**src/rtl/pwrsup_pkg.sv**
```systemverilog
// Package: shared helpers and types for the supply supervisor.
// Assumes: counter limits are at least 1.
package pwrsup_pkg;

    // Width needed to count 0..n-1, never less than one bit.
    function automatic int cnt_width(input int n);
        return (n > 1) ? $clog2(n) : 1;
    endfunction

    // Kind of battery test that fires in a given cycle.
    typedef enum logic [1:0] {
        TEST_NONE     = 2'd0,
        TEST_POWERUP  = 2'd1,
        TEST_PERIODIC = 2'd2
    } test_kind_e;

endpackage

```
**src/rtl/pwrsup_tick_counter.sv**
```systemverilog
// Module: modulo-LIMIT counter of enable pulses.
// done is high in the cycle whose enable completes a full count.
// Assumes: rst_n is synchronous and active low.
module pwrsup_tick_counter #(
    parameter int LIMIT = 8
) (
    input  logic clk,
    input  logic rst_n,
    input  logic en,
    output logic done
);
    import pwrsup_pkg::*;

    localparam int W = cnt_width(LIMIT);
    localparam logic [W-1:0] LAST = W'(LIMIT - 1);

    logic [W-1:0] cnt;

    // Terminal detect on the enabled cycle.
    assign done = en && (cnt == LAST);

    // Count enables, wrapping to zero after the terminal count.
    always_ff @(posedge clk) begin
        if (!rst_n) begin
            cnt <= '0;
        end else if (en) begin
            cnt <= (cnt == LAST) ? '0 : cnt + 1'b1;
        end
    end
endmodule

```
**src/rtl/pwrsup_recovery.sv**
```systemverilog
// Module: power-up hold-off. Access is granted after REC_TICKS ticks
// counted from the release of the domain reset.
// Assumes: dom_rst_n drops whenever the supply is below the power-fail level.
module pwrsup_recovery #(
    parameter int REC_TICKS = 80
) (
    input  logic clk,
    input  logic dom_rst_n,
    input  logic tick,
    output logic access_en
);
    logic cnt_en;
    logic cnt_done;

    // Count only while still holding off.
    assign cnt_en = tick && !access_en;

    pwrsup_tick_counter #(.LIMIT(REC_TICKS)) u_cnt (
        .clk   (clk),
        .rst_n (dom_rst_n),
        .en    (cnt_en),
        .done  (cnt_done)
    );

    // Grant access once the hold-off count completes; keep it until reset.
    always_ff @(posedge clk) begin
        if (!dom_rst_n) begin
            access_en <= 1'b0;
        end else if (cnt_done) begin
            access_en <= 1'b1;
        end
    end
endmodule

```
**src/rtl/pwrsup_batt_monitor.sv**
```systemverilog
// Module: battery test scheduler and sticky result flags.
// A power-up test runs on the first active cycle and a periodic test
// every INT_TICKS ticks after that. Flags reset only on rst_n, so they
// hold through a supply loss.
// Assumes: dom_rst_n is low whenever the supply is not nominal.
module pwrsup_batt_monitor #(
    parameter int INT_TICKS = 86_400_000
) (
    input  logic clk,
    input  logic rst_n,
    input  logic dom_rst_n,
    input  logic tick,
    input  logic batt_ok,
    output logic batt_low_n,
    output logic data_suspect
);
    import pwrsup_pkg::*;

    logic       armed;
    logic       period_done;
    test_kind_e test_kind;

    pwrsup_tick_counter #(.LIMIT(INT_TICKS)) u_interval (
        .clk   (clk),
        .rst_n (dom_rst_n),
        .en    (tick),
        .done  (period_done)
    );

    // Pick which test (if any) fires in this cycle.
    always_comb begin
        if (!dom_rst_n) begin
            test_kind = TEST_NONE;
        end else if (!armed) begin
            test_kind = TEST_POWERUP;
        end else if (period_done) begin
            test_kind = TEST_PERIODIC;
        end else begin
            test_kind = TEST_NONE;
        end
    end

    // Mark that the power-up test of this supply session has run.
    always_ff @(posedge clk) begin
        if (!dom_rst_n) begin
            armed <= 1'b0;
        end else begin
            armed <= 1'b1;
        end
    end

    // Latch test results; power-up results also drive the suspect bit.
    always_ff @(posedge clk) begin
        if (!rst_n) begin
            batt_low_n   <= 1'b1;
            data_suspect <= 1'b0;
        end else begin
            case (test_kind)
                TEST_POWERUP: begin
                    batt_low_n   <= batt_ok;
                    data_suspect <= !batt_ok;
                end
                TEST_PERIODIC: begin
                    batt_low_n   <= batt_ok;
                end
                default: begin
                end
            endcase
        end
    end
endmodule

```
**src/rtl/pwr_supervisor.sv**
```systemverilog
// Module: top of the supply supervisor. It gates accesses, selects the
// battery below switchover, and schedules battery tests.
// Assumes: comparator flags are already synchronous to clk; tick is a
// one-cycle enable.
module pwr_supervisor #(
    parameter int REC_TICKS = 80,
    parameter int INT_TICKS = 86_400_000
) (
    input  logic clk,
    input  logic rst_n,
    input  logic tick,
    input  logic vcc_above_pfd,
    input  logic vcc_above_so,
    input  logic batt_ok,
    output logic access_en,
    output logic use_battery,
    output logic batt_low_n,
    output logic data_suspect
);
    logic dom_rst_n;

    // Sequencing domain runs only with nominal supply and no reset.
    assign dom_rst_n = rst_n && vcc_above_pfd;

    pwrsup_recovery #(.REC_TICKS(REC_TICKS)) u_recovery (
        .clk       (clk),
        .dom_rst_n (dom_rst_n),
        .tick      (tick),
        .access_en (access_en)
    );

    pwrsup_batt_monitor #(.INT_TICKS(INT_TICKS)) u_batt (
        .clk          (clk),
        .rst_n        (rst_n),
        .dom_rst_n    (dom_rst_n),
        .tick         (tick),
        .batt_ok      (batt_ok),
        .batt_low_n   (batt_low_n),
        .data_suspect (data_suspect)
    );

    // Register the supply-source select from the switchover comparator.
    always_ff @(posedge clk) begin
        if (!rst_n) begin
            use_battery <= 1'b0;
        end else begin
            use_battery <= !vcc_above_so;
        end
    end
endmodule

```
**config.mk**
```make
export PLATFORM = sky130hd
export DESIGN_NAME = pwr_supervisor
export DESIGN_NICKNAME = d
export VERILOG_FILES = /design/src/rtl/pwrsup_pkg.sv /design/src/rtl/pwrsup_tick_counter.sv /design/src/rtl/pwrsup_recovery.sv /design/src/rtl/pwrsup_batt_monitor.sv /design/src/rtl/pwr_supervisor.sv
export SDC_FILE = /design/constraint.sdc
export NUM_CORES = 1
export LEC_CHECK = 0
export BUFFER_PORTS_ARGS = -buffer_cell sky130_fd_sc_hd__buf_2
export CAP_MARGIN = 20
export CORE_ASPECT_RATIO = 1.2
export CORE_MARGIN = 4
export CORE_UTILIZATION = 38
export DETAILED_ROUTE_END_ITERATION = 10
export SLEW_MARGIN = 25
export SYNTH_ARGS = -nofsm -noshare
export SYNTH_HDL_FRONTEND = slang
export SYNTH_HIERARCHICAL = 1
export SYNTH_SLANG_ARGS = --single-unit
export TNS_END_PERCENT = 50
```
**constraint.sdc**
```tcl
create_clock -name clk -period 2.5 [get_ports clk]
set_input_delay 0.125 -clock clk [delete_from_list [all_inputs] [get_ports clk]]
set_output_delay 0.125 -clock clk [all_outputs]
set_load 0.05 [all_outputs]
```
==> run_results.csv, run 1 <==
group,metric,value,unit
critical_path,critPathSlowestCell,"or4b_1",
die,start_util,0.403,
critical_path,required,2.66,ns
clock_network,hold_buffers,0,
critical_path,worst-path-buf-inv,1,
synth,avgSynthCellArea,9.25,um^2
cells_and_area,regArea,781,um^2
global_route,globalRouteOverflowTotal,0,
cells_and_area,layout_common_cells,"dfxtp_1, nor2_1, nand2_1, o31ai_1, a21oi_1",
die,die_w,72.6,um
timing,setup_viol,0,
cells_and_area,drive_gt1_frac,0.150,
clock_network,cts_resized,0,
place,gp_congestion,0.729,
timing,fin_crit,2.03,ns
global_route,antenna_found_initial,0,
critical_path,worstPathArrival,2.20,ns
critical_path,max_stage_delay,0.56,ns
critical_path,worst_setup_path_end_kind,"flop",
timing,rsz0062_at_grt,"no",
clock_network,numCtsBuffers,5,
die,row_count,27,
cells_and_area,fin_cells,271,
critical_path,cp_max_fo,23,
timing,fin_worst_skew,0.00648,ns
critical_path,cp_top_family,"simple AND/OR/NAND/NOR gates",
cells_and_area,antenna_cells,0,
clock_network,path_clk_slew,0.07,ns
job,cap_viol_max_count,0,
pwr,power,1.17,mW
clock_network,clk_path_buf_depth,2,
timing,finalSetupTns,0,ns
place,dp_hpwl,2250,um
cells_and_area,filler_cell_count,475,
synth,ys_warn_count,6,
cells_and_area,final_nets,221,
detailed_routing,drcViolationCount,0,
clock_network,cts-root-buf,"clkbuf_8",
global_route,grt_pass1_wl,6070,um
pwr,p_per_area,565,mW/mm^2
timing,relSlewSlack,0.631,
place,placed_cells,264,
place,io_buffers,9,
timing,fmax,492,MHz
detailed_routing,vias_per_cell,5.33,
synth,synth-edff-count,0,
clock_network,post_cts_buffers,0,
timing,slew_violations,0,
global_route,grt_use_total,0.119,
pwr,power.static_leakage,0.701,nW
clock_network,cts_sinks,39,
synth,synth_top_area_share,0.410,
cells_and_area,multi_input_area,0.00106,mm^2
timing,tightest_slew,0.554,ns
timing,fin_crit_sh,0.813,
synth,ys.flop_type,"dfxtp_1",
run_status,outcome,"finished clean",
die,die-area,0.00622,mm^2
critical_path,crit_chain,"ha_1 > and3_1 > or4b_1 > o21ai_2 > buf_4 > nor2_1",
critical_path,path_class,"reg2reg",
detailed_routing,drtAntennaViolNets,0,
detailed_routing,dr.first_iter.drc_count,55,
synth,yosysSeqAreaShare,0.410,
cells_and_area,final_common_cell,"dfxtp_1",
synth,ys_types,46,
cells_and_area,syn_to_final_growth,9.06,%
detailed_routing,wl,3310,um
pwr,irDropWorstVdd,0.254,mV
clock_network,insertion_delay,0.28,ns
worst_hold_path,min_path_type,"in2reg",
detailed_routing,drtPass1Iterations,4,
critical_path,start_kind,"flop",
synth,synth_area,0.00191,mm^2
die,ios,10,
clock_network,cts_tree,"done",
synth,synth_top_area_cell,"dfxtp_1",
die,core,0.00473,mm^2
global_route,grt_pass1_vias,1379,
synth,synth_nets,214,
synth,synth_area_leaders,"dfxtp_1, o31ai_1, xnor2_1, nor2_1, or4_1",
synth,ys_ff_latch,39,
detailed_routing,vias,1444,
die,die_height,85.6,um
timing,hold_viol,0,
synth,syn_inst,206,
global_route,grt_start_max_net_pins,24,
detailed_routing,wl_per_cell,12.2,um
clock_network,htreeDepth,2,
synth,async_flop_share,0,
cell usage after synthesis (3+ instances only):
cell and number:
nor4b_1 3, and2_1 5, a21oi_1 11, nor2b_4 3
xor2_1 7, clkbuf_1 5, or4_1 9, nand3_1 7
inv_1 3, nand2_1 16, or3_1 4, dfxtp_1 39
xnor2_1 8, o31ai_1 12, nor2_1 18, nand4_1 7
nand4_2 4
sequential cells by signal, indices dropped and copies added, names as in the netlist:
signal,cells
u_batt/armed,1
u_batt/batt_low_n,1
u_batt/data_suspect,1
u_batt/u_interval/cnt,27
u_recovery/access_en,1
u_recovery/u_cnt/cnt,7
use_battery,1
where the power goes:
group          switching, mW  total, mW  internal, mW
Sequential           0.00428      0.631         0.627
Combinational         0.0324     0.0511        0.0187
Clock                  0.200      0.492         0.292
Total                  0.236       1.17         0.938
final cells by class:
cell class                      instances  share of cell area
Multi-Input combinational cell        154               0.509
Sequential cell                        39               0.376
Clock buffer                            6              0.0349
Tap cell                               58              0.0349
Timing Repair Buffer                   10              0.0253
Clock inverter                          1              0.0144
Inverter                                3             0.00542
stage by stage:
stage | util | hold WS (ns) | instance area, um^2 | worst slack (ns)
2_1_floorplan | - | 0.189 | 1910 | 0.637
3_3_place_gp | 0.418 | 0.310 | 1980 | 0.499
3_5_place_dp | 0.418 | 0.311 | 1980 | 0.473
4_1_cts | 0.439 | 0.000759 | 2080 | 0.459
5_1_grt | 0.439 | 0.000450 | 2080 | 0.250
6_report | 0.439 | 0.0114 | 2080 | 0.467
routing by layer:
layer	up-vias	part of all wire	GRT usage	routed length (um)
met1	653	0.52	0.157	1730
met5	-	0	0	0
met2	13	0.45	0.181	1480
met4	0	0.011	0.0453	38
met3	4	0.020	0.0352	66
li1	774	-	-	-
path summary, 6_finish.rpt:
check                                        start  cells after the start  slack, ns                                    end
max          u_batt/u_interval/cnt[0]$_SDFFE_PN0P_                      6       0.47  u_batt/u_interval/cnt[1]$_SDFFE_PN0P_
min                                   vcc_above_so                      2       0.01                 use_battery$_SDFF_PN0_
max reg2reg  u_batt/u_interval/cnt[0]$_SDFFE_PN0P_                      6       0.47  u_batt/u_interval/cnt[1]$_SDFFE_PN0P_
min reg2reg         u_batt/batt_low_n$_SDFFE_PN1P_                      2       0.48         u_batt/batt_low_n$_SDFFE_PN1P_
cells by family after synthesis:
| kind of cell | share of synthesized area |
|---|---|
| fa+ha+maj | 0.0131 |
| simple gates | 0.318 |
| xor+xnor | 0.0689 |
| buf+inv | 0.0348 |
| flops | 0.410 |
| mux | 0.0105 |
| compound gates | 0.145 |
Note: power is estimated with default switching activity, not from simulation.
==> inputs of run 2 (changes only) <==
Settings changed: ABC_AREA set to 1.
Clock period 2.5 ns to 1.8 ns, I/O delays scaled along.
==> run_results.csv, run 2 <==
group,metric,value,unit
cells_and_area,layout_common_cells,"nand2_1, nor2_1, dfxtp_1, inv_1, nand3_1",
pwr,p_seq_frac,0.518,
clock_network,insertion_delay,0.29,ns
clock_network,htreeDepth,2,
cells_and_area,final_nets,335,
clock_network,path_clk_slew,0.08,ns
cells_and_area,antenna_cells,0,
place,post-place-ws,0.297,ns
pwr,p_int,1.31,mW
cells_and_area,drive_gt1_frac,0.131,
timing,relSlewSlack,0.753,
synth,synth_area,0.00206,mm^2
pwr,p_per_area,734,mW/mm^2
timing,setup_viol,0,
timing,fin_crit_sh,0.826,
cells_and_area,regArea,781,um^2
pwr,clockPowerShare,0.433,
global_route,globalRouteOverflowTotal,0,
clock_network,cts-root-buf,"clkbuf_8",
synth,synth_common_cells,"nand2_1, nor2_1, dfxtp_1",
cells_and_area,design_area,0.00230,mm^2
detailed_routing,wl_per_cell,10.7,um
worst_hold_path,min_path_type,"in2reg",
detailed_routing,vias_per_cell,4.61,
place,place_area,0.00218,mm^2
synth,synth_area_leaders,"dfxtp_1, nand2_1, nor2_1, inv_1, nand3_1",
place,io_buffers,9,
synth,avgSynthCellArea,6.63,um^2
synth,ys_ff_latch,39,
timing,hold_slack,0.0148,ns
timing,tightest_slew,0.368,ns
synth,synth_nets,318,
global_route,grt_use_total,0.140,
clock_network,clk_path_buf_depth,2,
die,die_w,75.1,um
synth,ys.flop_type,"dfxtp_1",
detailed_routing,dr.first_iter.drc_count,116,
clock_network,numCtsBuffers,5,
worst_hold_path,min_path_cells,2,
die,die-area,0.00666,mm^2
global_route,grt_start_max_net_pins,14,
cells_and_area,largest_reg_flops,27,
die,die_height,88.6,um
detailed_routing,vias,1796,
global_route,grt_pass1_vias,1648,
synth,syn_inst,310,
synth,yosysMostFrequentCell,"nand2_1",
synth,ys_types,28,
die,core,0.00526,mm^2
place,gp_congestion,0.782,
timing,fin_worst_skew,0.00960,ns
synth,ys_warn_count,6,
run_status,outcome,"finished clean",
timing,fmax,673,MHz
cells_and_area,filler_cell_count,564,
critical_path,worstPathArrival,1.72,ns
pwr,power.static_leakage,0.895,nW
pwr,power_switching,380,uW
place,dp_hpwl,3140,um
pwr,power.share.switching,0.225,
global_route,antenna_found_initial,0,
cells_and_area,syn_to_final_growth,11.9,%
critical_path,worst_setup_path_end_kind,"flop",
detailed_routing,drtPass1Iterations,4,
clock_network,cts_tree,"done",
clock_network,post_cts_buffers,0,
job,cap_viol_max_count,0,
timing,fin_ws,0.314,ns
critical_path,start_kind,"flop",
die,start_util,0.391,
timing,fin_crit,1.49,ns
critical_path,path_class,"reg2reg",
detailed_routing,drtAntennaViolNets,0,
detailed_routing,drcViolationCount,0,
detailed_routing,wl,4190,um
timing,hold_viol,0,
timing,finalSetupTns,0,ns
cells_and_area,final_common_cell,"nand2_1",
timing,rsz0062_at_grt,"no",
global_route,grt_pass1_wl,7290,um
cells_and_area,multi_input_area,0.00111,mm^2
cells_and_area,largest_register,"u_batt/u_interval/cnt",
pwr,irDropWorstVdd,0.318,mV
die,row_count,29,
synth,async_flop_share,0,
clock_network,cts_sinks,39,
clock_network,cts_resized,0,
die,ios,10,
synth,synth_top_area_share,0.380,
synth,yosysSeqAreaShare,0.380,
cells_and_area,reg.largest.list,"u_batt/u_interval/cnt: 27 flops, u_recovery/u_cnt/cnt: 7 flops",
synth,synth_top_area_cell,"dfxtp_1",
pwr,power,1.69,mW
timing,slew_violations,0,
critical_path,reg2reg_depth,9,
critical_path,required,2.03,ns
synth,synth-edff-count,0,
pwr,combPwrFrac,0.049,
critical_path,cp_max_fo,6,
[run 2: final cells by class]
class,instances,share of cell area
multi-input cells,231,0.483
inverters,38,0.0642
repair buffers,12,0.0305
well taps,62,0.0337
clock inverters,3,0.0190
flip-flops and latches,39,0.339
clock buffers,5,0.0299
[run 2: worst max-delay path, cell delays in order (launching register included)]
cell and delay, ns:
dfxtp_1 0.37, ha_1 0.18, nand2_1 0.09, nor2_1 0.17, nand2_1 0.11, nor2_4 0.17, nand3_1 0.13, nand2_1 0.08
nand2_1 0.05, nor2_1 0.09
[run 2: kinds of logic (layout without fill, tap and decap cells)]
group                    after synthesis  after routing  synth area share
buffers and inverters                 40             58            0.0791
AO/OA/AOI/OAI                         16             16            0.0475
flip-flops                            39             39             0.380
AND/OR/NAND/NOR                      201            201             0.430
multiplexers                           1              1           0.00487
adder cells (fa/ha/maj)                2              2            0.0122
XOR/XNOR                              11             11            0.0469
[run 2: per-layer routing]
metal  vias up  wire [um]  GRT usage
met2        19       2000      0.227
met4         0         27     0.0366
met5         -          0          0
li1        991          -          -
met3         4        115     0.0318
met1       782       2050      0.186
[run 2: repair_timing]
item                                    CTS  global route
hold buffers                              1             0
endpoints found under the setup margin    0             0
endpoints found under the hold margin     1             0
[run 2: final timing paths]
| check | from | end | slack, ns |
|---|---|---|---|
| worst max-delay path | u_batt/u_interval/cnt[0]$_SDFFE_PN0P_ | u_batt/u_interval/cnt[20]$_SDFFE_PN0P_ | 0.31 |
| worst min-delay path | rst_n | u_batt/batt_low_n$_SDFFE_PN1P_ | 0.01 |
| worst min register to register | u_recovery/u_cnt/cnt[0]$_SDFFE_PN0P_ | u_recovery/u_cnt/cnt[0]$_SDFFE_PN0P_ | 0.47 |
| worst max register to register | u_batt/u_interval/cnt[0]$_SDFFE_PN0P_ | u_batt/u_interval/cnt[20]$_SDFFE_PN0P_ | 0.31 |
[run 2: stage by stage]
stage                util  cells
finish              0.437    390
global route        0.437    390
CTS                 0.437    390
detailed placement  0.414    381
global placement    0.414    381
floorplan               -    310
[run 2: power by group through the flow]
stage / Sequential, mW / Clock (mW) / Combinational [mW]
after global routing: 0.875 / 0.796 / 0.0942
final: 0.875 / 0.730 / 0.0835
after detailed placement: 0.895 / 0 / 0.0829
after CTS: 0.875 / 0.764 / 0.0847
after floorplan: 0.909 / 0 / 0.0446
after global placement: 0.895 / 0 / 0.0830
